===== src/rtl/flash_map_pkg.sv =====
package flash_map_pkg;
    localparam int ADDR_W      = 24;
    localparam int NBANK       = 4;
    localparam int BANK_W      = $clog2(NBANK);
    localparam int FLASH_BYTES = 128 * 1024;
    localparam int LIN_W       = $clog2(FLASH_BYTES);
    localparam int WORD_BYTES  = 4;
    localparam int LINE_W      = LIN_W - $clog2(WORD_BYTES);
    localparam int LOW_BYTES   = 32 * 1024;

    localparam logic [ADDR_W-1:0] BOOT_BASE  = 24'h000000;
    localparam logic [ADDR_W-1:0] REMAP_BASE = 24'h010000;
    localparam logic [ADDR_W-1:0] UPPER_BASE = REMAP_BASE + ADDR_W'(LOW_BYTES);
    localparam logic [ADDR_W-1:0] UPPER_END  = REMAP_BASE + ADDR_W'(FLASH_BYTES);

    localparam int BANK_KB [NBANK] = '{48, 48, 24, 8};

    function automatic int bank_start(input int b);
        int s;
        s = 0;
        for (int j = 0; j < b; j++) s += BANK_KB[j] * 1024;
        return s;
    endfunction

    typedef enum logic {MAP_BOOT = 1'b0, MAP_REMAP = 1'b1} map_e;

    typedef struct packed {
        logic              hit;
        logic [BANK_W-1:0] bank;
        logic [LINE_W-1:0] line;
    } dec_t;
endpackage


===== src/rtl/flash_remap_ctl.sv =====
module flash_remap_ctl
    import flash_map_pkg::*;
(
    input  logic clk,
    input  logic rst_n,
    input  logic wr,
    input  logic wr_val,
    input  logic lock,
    output logic remap
);
    map_e state_q, state_d;

    always_ff @(posedge clk or negedge rst_n) begin
        if (!rst_n) state_q <= MAP_BOOT;
        else        state_q <= state_d;
    end

    always_comb begin
        state_d = state_q;
        unique case (state_q)
            MAP_BOOT:  if (wr && !lock && wr_val)  state_d = MAP_REMAP;
            MAP_REMAP: if (wr && !lock && !wr_val) state_d = MAP_BOOT;
            default:   state_d = MAP_BOOT;
        endcase
    end

    always_comb begin
        unique case (state_q)
            MAP_REMAP: remap = 1'b1;
            default:   remap = 1'b0;
        endcase
    end
endmodule


===== src/rtl/flash_window_dec.sv =====
module flash_window_dec
    import flash_map_pkg::*;
(
    input  logic [ADDR_W-1:0] addr,
    input  logic              remap,
    output dec_t              dec
);
    localparam int LOW_W = $clog2(LOW_BYTES);

    logic              in_low, in_up;
    logic [ADDR_W-1:0] low_base, rel;
    logic [LIN_W-1:0]  lin;
    logic [NBANK-1:1]  past_start;
    logic [BANK_W-1:0] bank_idx;

    always_comb begin
        low_base = remap ? REMAP_BASE : BOOT_BASE;
        in_low   = (addr[ADDR_W-1:LOW_W] == low_base[ADDR_W-1:LOW_W]);
        in_up    = (addr >= UPPER_BASE) && (addr < UPPER_END);
        rel      = in_low ? (addr - low_base) : (addr - REMAP_BASE);
        lin      = rel[LIN_W-1:0];
    end

    for (genvar b = 1; b < NBANK; b++) begin : g_edge
        assign past_start[b] = (lin >= LIN_W'(bank_start(b)));
    end

    always_comb begin
        bank_idx = '0;
        for (int b = 1; b < NBANK; b++)
            if (past_start[b]) bank_idx = BANK_W'(b);
    end

    always_comb begin
        if (in_low || in_up) begin
            dec.hit  = 1'b1;
            dec.bank = bank_idx;
            dec.line = lin[LIN_W-1:LIN_W-LINE_W];
        end else begin
            dec = '0;
        end
    end
endmodule


===== src/rtl/flash_dec_reg.sv =====
module flash_dec_reg
    import flash_map_pkg::*;
(
    input  logic clk,
    input  logic rst_n,
    input  logic vld_in,
    input  dec_t dec_in,
    output logic vld_out,
    output dec_t dec_out
);
    always_ff @(posedge clk or negedge rst_n) begin
        if (!rst_n) begin
            vld_out <= 1'b0;
            dec_out <= '0;
        end else begin
            vld_out <= vld_in;
            if (vld_in) dec_out <= dec_in;
        end
    end
endmodule


===== src/rtl/flash_addr_map.sv =====
module flash_addr_map
    import flash_map_pkg::*;
(
    input  logic              clk,
    input  logic              rst_n,
    input  logic              init_wr,
    input  logic              init_remap,
    input  logic              init_done,
    input  logic              addr_vld,
    input  logic [23:0]       addr,
    output logic              res_vld,
    output logic              res_hit,
    output logic [1:0]        res_bank,
    output logic [14:0]       res_line
);
    logic remap_on;
    dec_t dec_c, dec_q;

    flash_remap_ctl u_ctl (
        .clk    (clk),
        .rst_n  (rst_n),
        .wr     (init_wr),
        .wr_val (init_remap),
        .lock   (init_done),
        .remap  (remap_on)
    );

    flash_window_dec u_dec (
        .addr  (addr),
        .remap (remap_on),
        .dec   (dec_c)
    );

    flash_dec_reg u_reg (
        .clk     (clk),
        .rst_n   (rst_n),
        .vld_in  (addr_vld),
        .dec_in  (dec_c),
        .vld_out (res_vld),
        .dec_out (dec_q)
    );

    assign res_hit  = dec_q.hit;
    assign res_bank = dec_q.bank;
    assign res_line = dec_q.line;
endmodule


===== config.mk =====
export PLATFORM = sky130hd
export DESIGN_NAME = flash_addr_map
export DESIGN_NICKNAME = d
export VERILOG_FILES = /design/src/rtl/flash_map_pkg.sv /design/src/rtl/flash_remap_ctl.sv /design/src/rtl/flash_window_dec.sv /design/src/rtl/flash_dec_reg.sv /design/src/rtl/flash_addr_map.sv
export SDC_FILE = /design/constraint.sdc
export NUM_CORES = 1
export LEC_CHECK = 0
export BUFFER_PORTS_ARGS = -buffer_cell sky130_fd_sc_hd__clkbuf_2
export CAP_MARGIN = 0
export CORE_ASPECT_RATIO = 1.1
export CORE_MARGIN = 2
export CORE_UTILIZATION = 49
export CTS_BUF_LIST = sky130_fd_sc_hd__clkbuf_4
export CTS_CLUSTER_DIAMETER = 60
export CTS_CLUSTER_SIZE = 16
export DETAILED_ROUTE_END_ITERATION = 10
export GPL_TIMING_DRIVEN = 1
export PLACE_DENSITY = 0.93
export REMOVE_ABC_BUFFERS = 1
export SLEW_MARGIN = 20
export SYNTH_ARGS = -nofsm -noshare
export SYNTH_HDL_FRONTEND = slang
export SYNTH_SLANG_ARGS = --single-unit
export TNS_END_PERCENT = 50

===== constraint.sdc =====
create_clock -name clk -period 1.9 [get_ports clk]
set_input_delay 0.285 -clock clk [delete_from_list [all_inputs] [get_ports clk]]
set_output_delay 0.285 -clock clk [all_outputs]
set_load 0.005 [all_outputs]

==> results of run 1 <==
## cells in the final DEF (no fill, tap or decap)
cell type	count
clkbuf_2	46
nand2_1	25
dfrtp_1	20
o31ai_2	7
inv_1	6
o32ai_1	5
clkbuf_4	3
buf_4	3
nor2_1	2
o31ai_1	2
o2bb2ai_1	2
o21bai_2	1
xnor2_2	1
nor4_2	1
nand2_2	1
nor2b_1	1
mux2_2	1
o211ai_1	1
o31a_1	1
o41ai_1	1
nand3_1	1
nand3b_1	1
or2_2	1
o31ai_4	1
clkinv_1	1
dlygate4sd3_1	1
## routing by layer
layer / track usage, % / vias up
li1: - / 404
met1: 21.40 / 390
met2: 36.11 / 35
met3: 4.317 / 2
met4: 9.524 / 0
met5: 0 / -
## flip-flops by register name, summed over array words and instances (netlist names), named ones only
signal / flops
u_reg.vld_out: 1
u_reg.dec_out: 18
## final cells by class
| cell class | count | area, um2 | share of cell area, % |
|---|---|---|---|
| multi-input cells | 56 | 394.1 | 32.08 |
| flip-flops and latches | 20 | 500.5 | 40.73 |
| clock inverters | 1 | 3.754 | 0.3055 |
| inverters | 6 | 22.52 | 1.833 |
| repair buffers | 50 | 262.8 | 21.38 |
| clock buffers | 3 | 22.52 | 1.833 |
| well taps | 18 | 22.52 | 1.833 |
## cells in the mapped netlist
library cell,count,area (um2)
nand3_1,1,5.000
inv_1,6,22.52
buf_6,2,22.52
o21bai_2,1,11.26
o31ai_1,2,15.01
o31ai_4,1,21.27
o41ai_1,1,8.760
dfrtp_1,20,500.5
nor2_1,2,7.510
nand2_1,25,93.84
nor4_2,1,12.51
or2_2,1,6.260
nor2b_1,1,6.260
o31a_1,1,8.760
o32ai_1,5,43.79
o211ai_1,1,7.510
nand3b_1,1,7.510
clkbuf_1,3,11.26
xnor2_2,1,16.27
o31ai_2,7,87.58
o2bb2ai_1,2,17.52
nand2_2,1,6.260
mux2_2,1,11.26
## path summary, 6_finish.rpt
kind | start | endpoint
max | register | u_reg.dec_out[5]
min | addr[2] | u_reg.dec_out[0]
max reg2reg | register | u_reg.dec_out[5]
min reg2reg | u_reg.dec_out[7] | u_reg.dec_out[7]
max in group asynchronous | rst_n | u_reg.dec_out[0]
min in group asynchronous | rst_n | u_reg.dec_out[6]
## kinds of logic after synthesis
kind of cell | Yosys count
multiplexers | 1
XOR/XNOR | 1
AND/OR/NAND/NOR | 33
buffers and inverters | 11
AO/OA/AOI/OAI | 21
flip-flops | 20
## stage by stage
stage          std cells  instance area (um2)  hold WS, ns
2_1_floorplan         82                917.1     -0.01059
3_3_place_gp         149                 1192       0.2637
3_5_place_dp         149                 1192       0.2739
4_1_cts              154                 1229       0.2098
5_1_grt              154                 1229       0.1921
6_report             154                 1229       0.2160
## where the power goes
| part | switching, mW | internal [mW] |
|---|---|---|
| Combinational | 0.0664 | 0.0486 |
| Sequential | 0.00435 | 0.431 |
| Clock | 0.120 | 0.0762 |
## worst max-delay path, delay by kind of cell, from the launching register on
family          cells  cell delay (ns)
buf+inv             1             0.21
compound gates      2             0.43
xor+xnor            1             0.14
flops               1             0.42
## timing repair
item / 4_1_cts / 5_1_grt
hold buffers: 1 / 0
hold endpoints to repair: 20 / 0
setup endpoints to repair: 0 / 0
==> metrics.md, run 1 <==
| Metric | Value |
|---|---|
| Root buf cell | `clkbuf_4` |
| Filler cell count | `144` |
| Vias in the first global route | `868` |
| Final core area utilization | `68.19%` |
| Metal2 WL | `1049 um` |
| CTS Buf Count | `3` |
| Ys Warns | `0` |
| Slew @ Worst Pin | `0.4936 ns` |
| Mux cell area share after synthesis | `1.184%` |
| Die Ht | `50.20 um` |
| Post-place setup slack | `0.3521 ns` |
| Crit share post-route | `67.72%` |
| Antenna Nets Post-Route | `0` |
| CP max FO | `8` |
| Clk sink count | `20` |
| Setup ws final | `0.6133 ns` |
| Residual DRC | `0` |
| Clock slew at reported path FFs | `0.11 ns` |
| Biggest cell delay along the critical path | `0.42 ns` |
| First-pass GRT wire length | `3429 um` |
| R2r worst-path depth | `4` |
| Clk_lat worst skew | `0.28 ns` |
| Total GRT Usage | `20.22%` |
| Max-Cap Viols | `0` |
| Final WL | `2071 um` |
| # diodes | `0` |
| VDD IR-drop max | `0.3381 mV` |
| Slew margin rel. | `67.09%` |
| Layout Nets | `167` |
| Syn Area/Cell | `10.93 um2` |
| Drt pass-1 iters | `4` |
| Worst setup SP type | `register` |
| Adder-cell share of the synthesized area | `0%` |
| Final Max Slew Viols | `0` |
| GRT Residual Overflow | `0` |
| Initial antenna violation count | `0` |
| Hold/Removal Path Class | `in2reg` |
| Total power | `0.7473 mW` |
| Dpl hpwl | `1589 um` |
| Critical Path Sink Type | `register` |
| I/O pin cnt | `49` |
| Fin crit period | `1.287 ns` |
| Sequential-to-total area share from yosys stat | `52.63%` |
| Row count | `16` |
| Bufs on Longest Clock Path | `2` |
| IO Port Bufs | `46` |
| Postcts setup bufs | `0` |
| Crit Path Class | `reg2reg` |
| Die Footprint | `0.002309 mm2` |
| Compound-Gate Fraction of Synth Area | `23.29%` |
| Largest net degree at the start of global routing | `21` |
| Leakage power | `0.6228 nW` |
| Cells after Synth | `87` |
| Die X | `46 um` |
| Status | `finished clean` |
| Post-Syn Area | `950.9 um2` |
| Number of DRC markers in iteration 0 | `13` |
| Cells along the critical path | `o21bai_2 -> xnor2_2 -> buf_4 -> o31ai_2` |
| Post-synthesis simple-gate area fraction | `15.26%` |
| Initial Util | `52.78%` |
| CP Data Required Time | `2.09 ns` |
| Distinct cells, synth | `23` |
| Achievable Freq | `0.7772 GHz` |
| Setup Skew | `0.001676 ns` |
| Pwr Density | `608.2 mW/mm2` |
| Max stage delay cell, worst path | `dfrtp_1` |
| Final Setup Violations | `0` |
| Final Hold Viols | `0` |
| Share of cells above drive strength 1 | `48.53%` |
| CP Data Arrival Time | `1.48 ns` |
| Met3 WL | `152 um` |
| CTS tree | `yes` |
| R2r setup slk | `0.61 ns` |
| Seq cells post-synth | `20` |
| Top Metal Used | `met4` |
| Via count | `831` |
| Worst hold path stage count | `3` |
| Unrepaired setup endpoints after global routing | `false` |
| Via/cell ratio | `5.396` |
| Htree depth | `1` |
| P&R area growth vs syn | `29.21%` |
| Setup TNS | `0 ns` |
| DR WL/cell | `13.45 um` |
| Resized cells post-CTS | `0` |
| Largest family of logic cells by synthesized area | `compound AO/OA/AOI/OAI gates` |
| Xor-xnor portion of the synthesized cell area | `1.711%` |
| GP Congestion | `0.7149` |
| CORE AREA | `0.001802 mm2` |
| Wl on met1 | `853 um` |
(Power assumes the default switching activity.)
==> run 2, diff against run 1 <==
Settings changed: CORE_UTILIZATION 49 to 41, PLACE_DENSITY 0.93 to 0.83.
Clock period 1.9 ns to 1.16 ns, I/O delays scaled along.
==> run 2 against run 1 <==
Count of clock-buffer cells in the layout is the same; fmax is 11% higher; non-clock buffer count is 6 higher; critical path depth unchanged; sequential cell count is the same; global-route usage increased by 0.29 points; first-iteration DRC count grew 7.7%; combinational power rose by 130%; cell area up 17%.
==> metrics.md, run 2 (synthesized netlist as in run 1, its figures left out) <==
| Metric | Value |
|---|---|
| Initial antenna violation count | `0` |
| Unrepaired setup endpoints after global routing | `true` |
| Max reg flops | `18` |
| Biggest cell delay along the critical path | `0.40 ns` |
| Most common cell after layout, fill and taps aside | `clkbuf_2` |
| Met3 Usage GRT | `1.366%` |
| Antenna Nets Post-Route | `0` |
| Postcts setup bufs | `0` |
| Crit-path leading delay family | `flip-flops` |
| Bufs on Longest Clock Path | `2` |
| Worst setup SP type | `register` |
| Dpl hpwl | `1674 um` |
| Pwr Density | `915.9 mW/mm2` |
| Die Footprint | `0.002721 mm2` |
| Commonest cells after routing, fill and taps aside | `clkbuf_2, nand2_1, dfrtp_1` |
| Root buf cell | `clkbuf_4` |
| CP Data Arrival Time | `1.35 ns` |
| Number of DRC markers in iteration 0 | `14` |
| Residual DRC | `0` |
| Htree depth | `1` |
| Drt pass-1 iters | `4` |
| Initial Util | `42.65%` |
| Leakage power | `0.6725 nW` |
| Share of cells above drive strength 1 | `56.34%` |
| CTS Buf Count | `3` |
| Final Hold Viols | `0` |
| Slew @ Worst Pin | `0.5175 ns` |
| Largest regs | `u_reg.dec_out: 18 flops, u_reg.vld_out: 1 flops` |
| Die Ht | `54.51 um` |
| Slew margin rel. | `65.50%` |
| Via count | `885` |
| Setup Skew | `0.006593 ns` |
| CP max FO | `8` |
| Status | `finished clean` |
| P&R area growth vs syn | `51.71%` |
| IO Port Bufs | `46` |
| Final core area utilization | `64.70%` |
| Layout Nets | `173` |
| # diodes | `0` |
| Final Setup Violations | `0` |
| Clock slew at reported path FFs | `0.11 ns` |
| Row count | `18` |
| Register bank with the most flops | `u_reg.dec_out` |
| Largest net degree at the start of global routing | `21` |
| Achievable Freq | `0.8631 GHz` |
| Clk_lat worst skew | `0.30 ns` |
| GR peak layer | `met2` |
| I/O pin cnt | `49` |
| VDD IR-drop max | `0.9788 mV` |
| Hold/Removal Path Class | `in2reg` |
| Met1 GRT Util | `21.97%` |
| Max-Cap Viols | `0` |
| Final Max Slew Viols | `0` |
| Fin crit period | `1.159 ns` |
| Clk sink count | `20` |
| Via/cell ratio | `5.145` |
| DR WL/cell | `14.26 um` |
| CORE AREA | `0.002230 mm2` |
| Crit Path Class | `reg2reg` |
| Max stage delay cell, worst path | `dfrtp_1` |
| Crit share post-route | `99.88%` |
| Vias in the first global route | `870` |
| Met2 Usage GRT | `38.67%` |
| Critical Path Sink Type | `register` |
| CP Data Required Time | `1.35 ns` |
| CTS tree | `yes` |
| First-pass GRT wire length | `4008 um` |
| CP bufs+invs | `1` |
| Die X | `49.92 um` |
| GP Congestion | `0.7673` |
| GRT Residual Overflow | `0` |
| Filler cell count | `191` |
| Total GRT Usage | `20.51%` |
| Total power | `1.321 mW` |
| Cells along the critical path | `o21bai_2 -> xnor2_2 -> buf_6 -> o31ai_4` |
| Final WL | `2452 um` |
## run 2: power by group
part           switching, mW  leakage, nW  internal, mW
clock network          0.216       0.0154         0.126
logic                  0.155        0.382         0.112
registers            0.00567        0.275         0.707
total                  0.377        0.672         0.944
## run 2: area by class of cell
cell class / instances / area (um2) / share of cell area (%)
clock inverter: 1 / 3.754 / 0.2602
inverter: 6 / 22.52 / 1.561
clock buffer: 3 / 22.52 / 1.561
tap: 30 / 37.54 / 2.602
multi-input combinational: 56 / 531.8 / 36.86
sequential: 20 / 500.5 / 34.69
timing repair buffer: 56 / 324.1 / 22.46
## run 2: path summary, 6_finish.rpt
check	from	endpoint	slack (ns)	cells after the start
worst max-delay path	register	u_reg.dec_out[6]	0.001	4
worst min-delay path	init_remap	register	0.1	2
worst max register to register	register	u_reg.dec_out[6]	0.001	4
worst min register to register	u_reg.dec_out[15]	u_reg.dec_out[15]	0.49	2
max in group asynchronous	rst_n	u_reg.dec_out[9]	0.45	2
min in group asynchronous	rst_n	u_reg.dec_out[0]	0.35	2
## run 2: repair_timing
item                                    in CTS  in global routing
hold buffers                                 1                  0
pin swaps                                   17                  3
endpoints found under the setup margin      14                 17
hold endpoints to repair                    20                  0
resized for setup                           14                  4
## run 2: per-stage QoR
step | hold slack [ns] | instance area [um2] | cells | TNS, ns | setup WS [ns]
floorplan | -0.1216 | 917.1 | 82 | -3.382 | -0.2316
global placement | 0.1465 | 1265 | 167 | -0.7950 | -0.09941
detailed placement | 0.1615 | 1265 | 167 | -1.281 | -0.1319
CTS | 0.07541 | 1409 | 172 | -0.3373 | -0.04983
global route | 0.09381 | 1443 | 172 | -0.4602 | -0.04895
finish | 0.09887 | 1443 | 172 | 0 | 0.001416
## run 2: worst reg2reg max path, cell delays in order (launching register included)
cell	delay (ns)
dfrtp_1	0.40
o21bai_2	0.16
xnor2_2	0.18
buf_6	0.23
o31ai_4	0.07
## run 2: routing by layer
layer	up-vias	wire length, um
met3	8	118
met5	-	0
met1	425	930
met2	39	1295
li1	413	-
met4	0	107
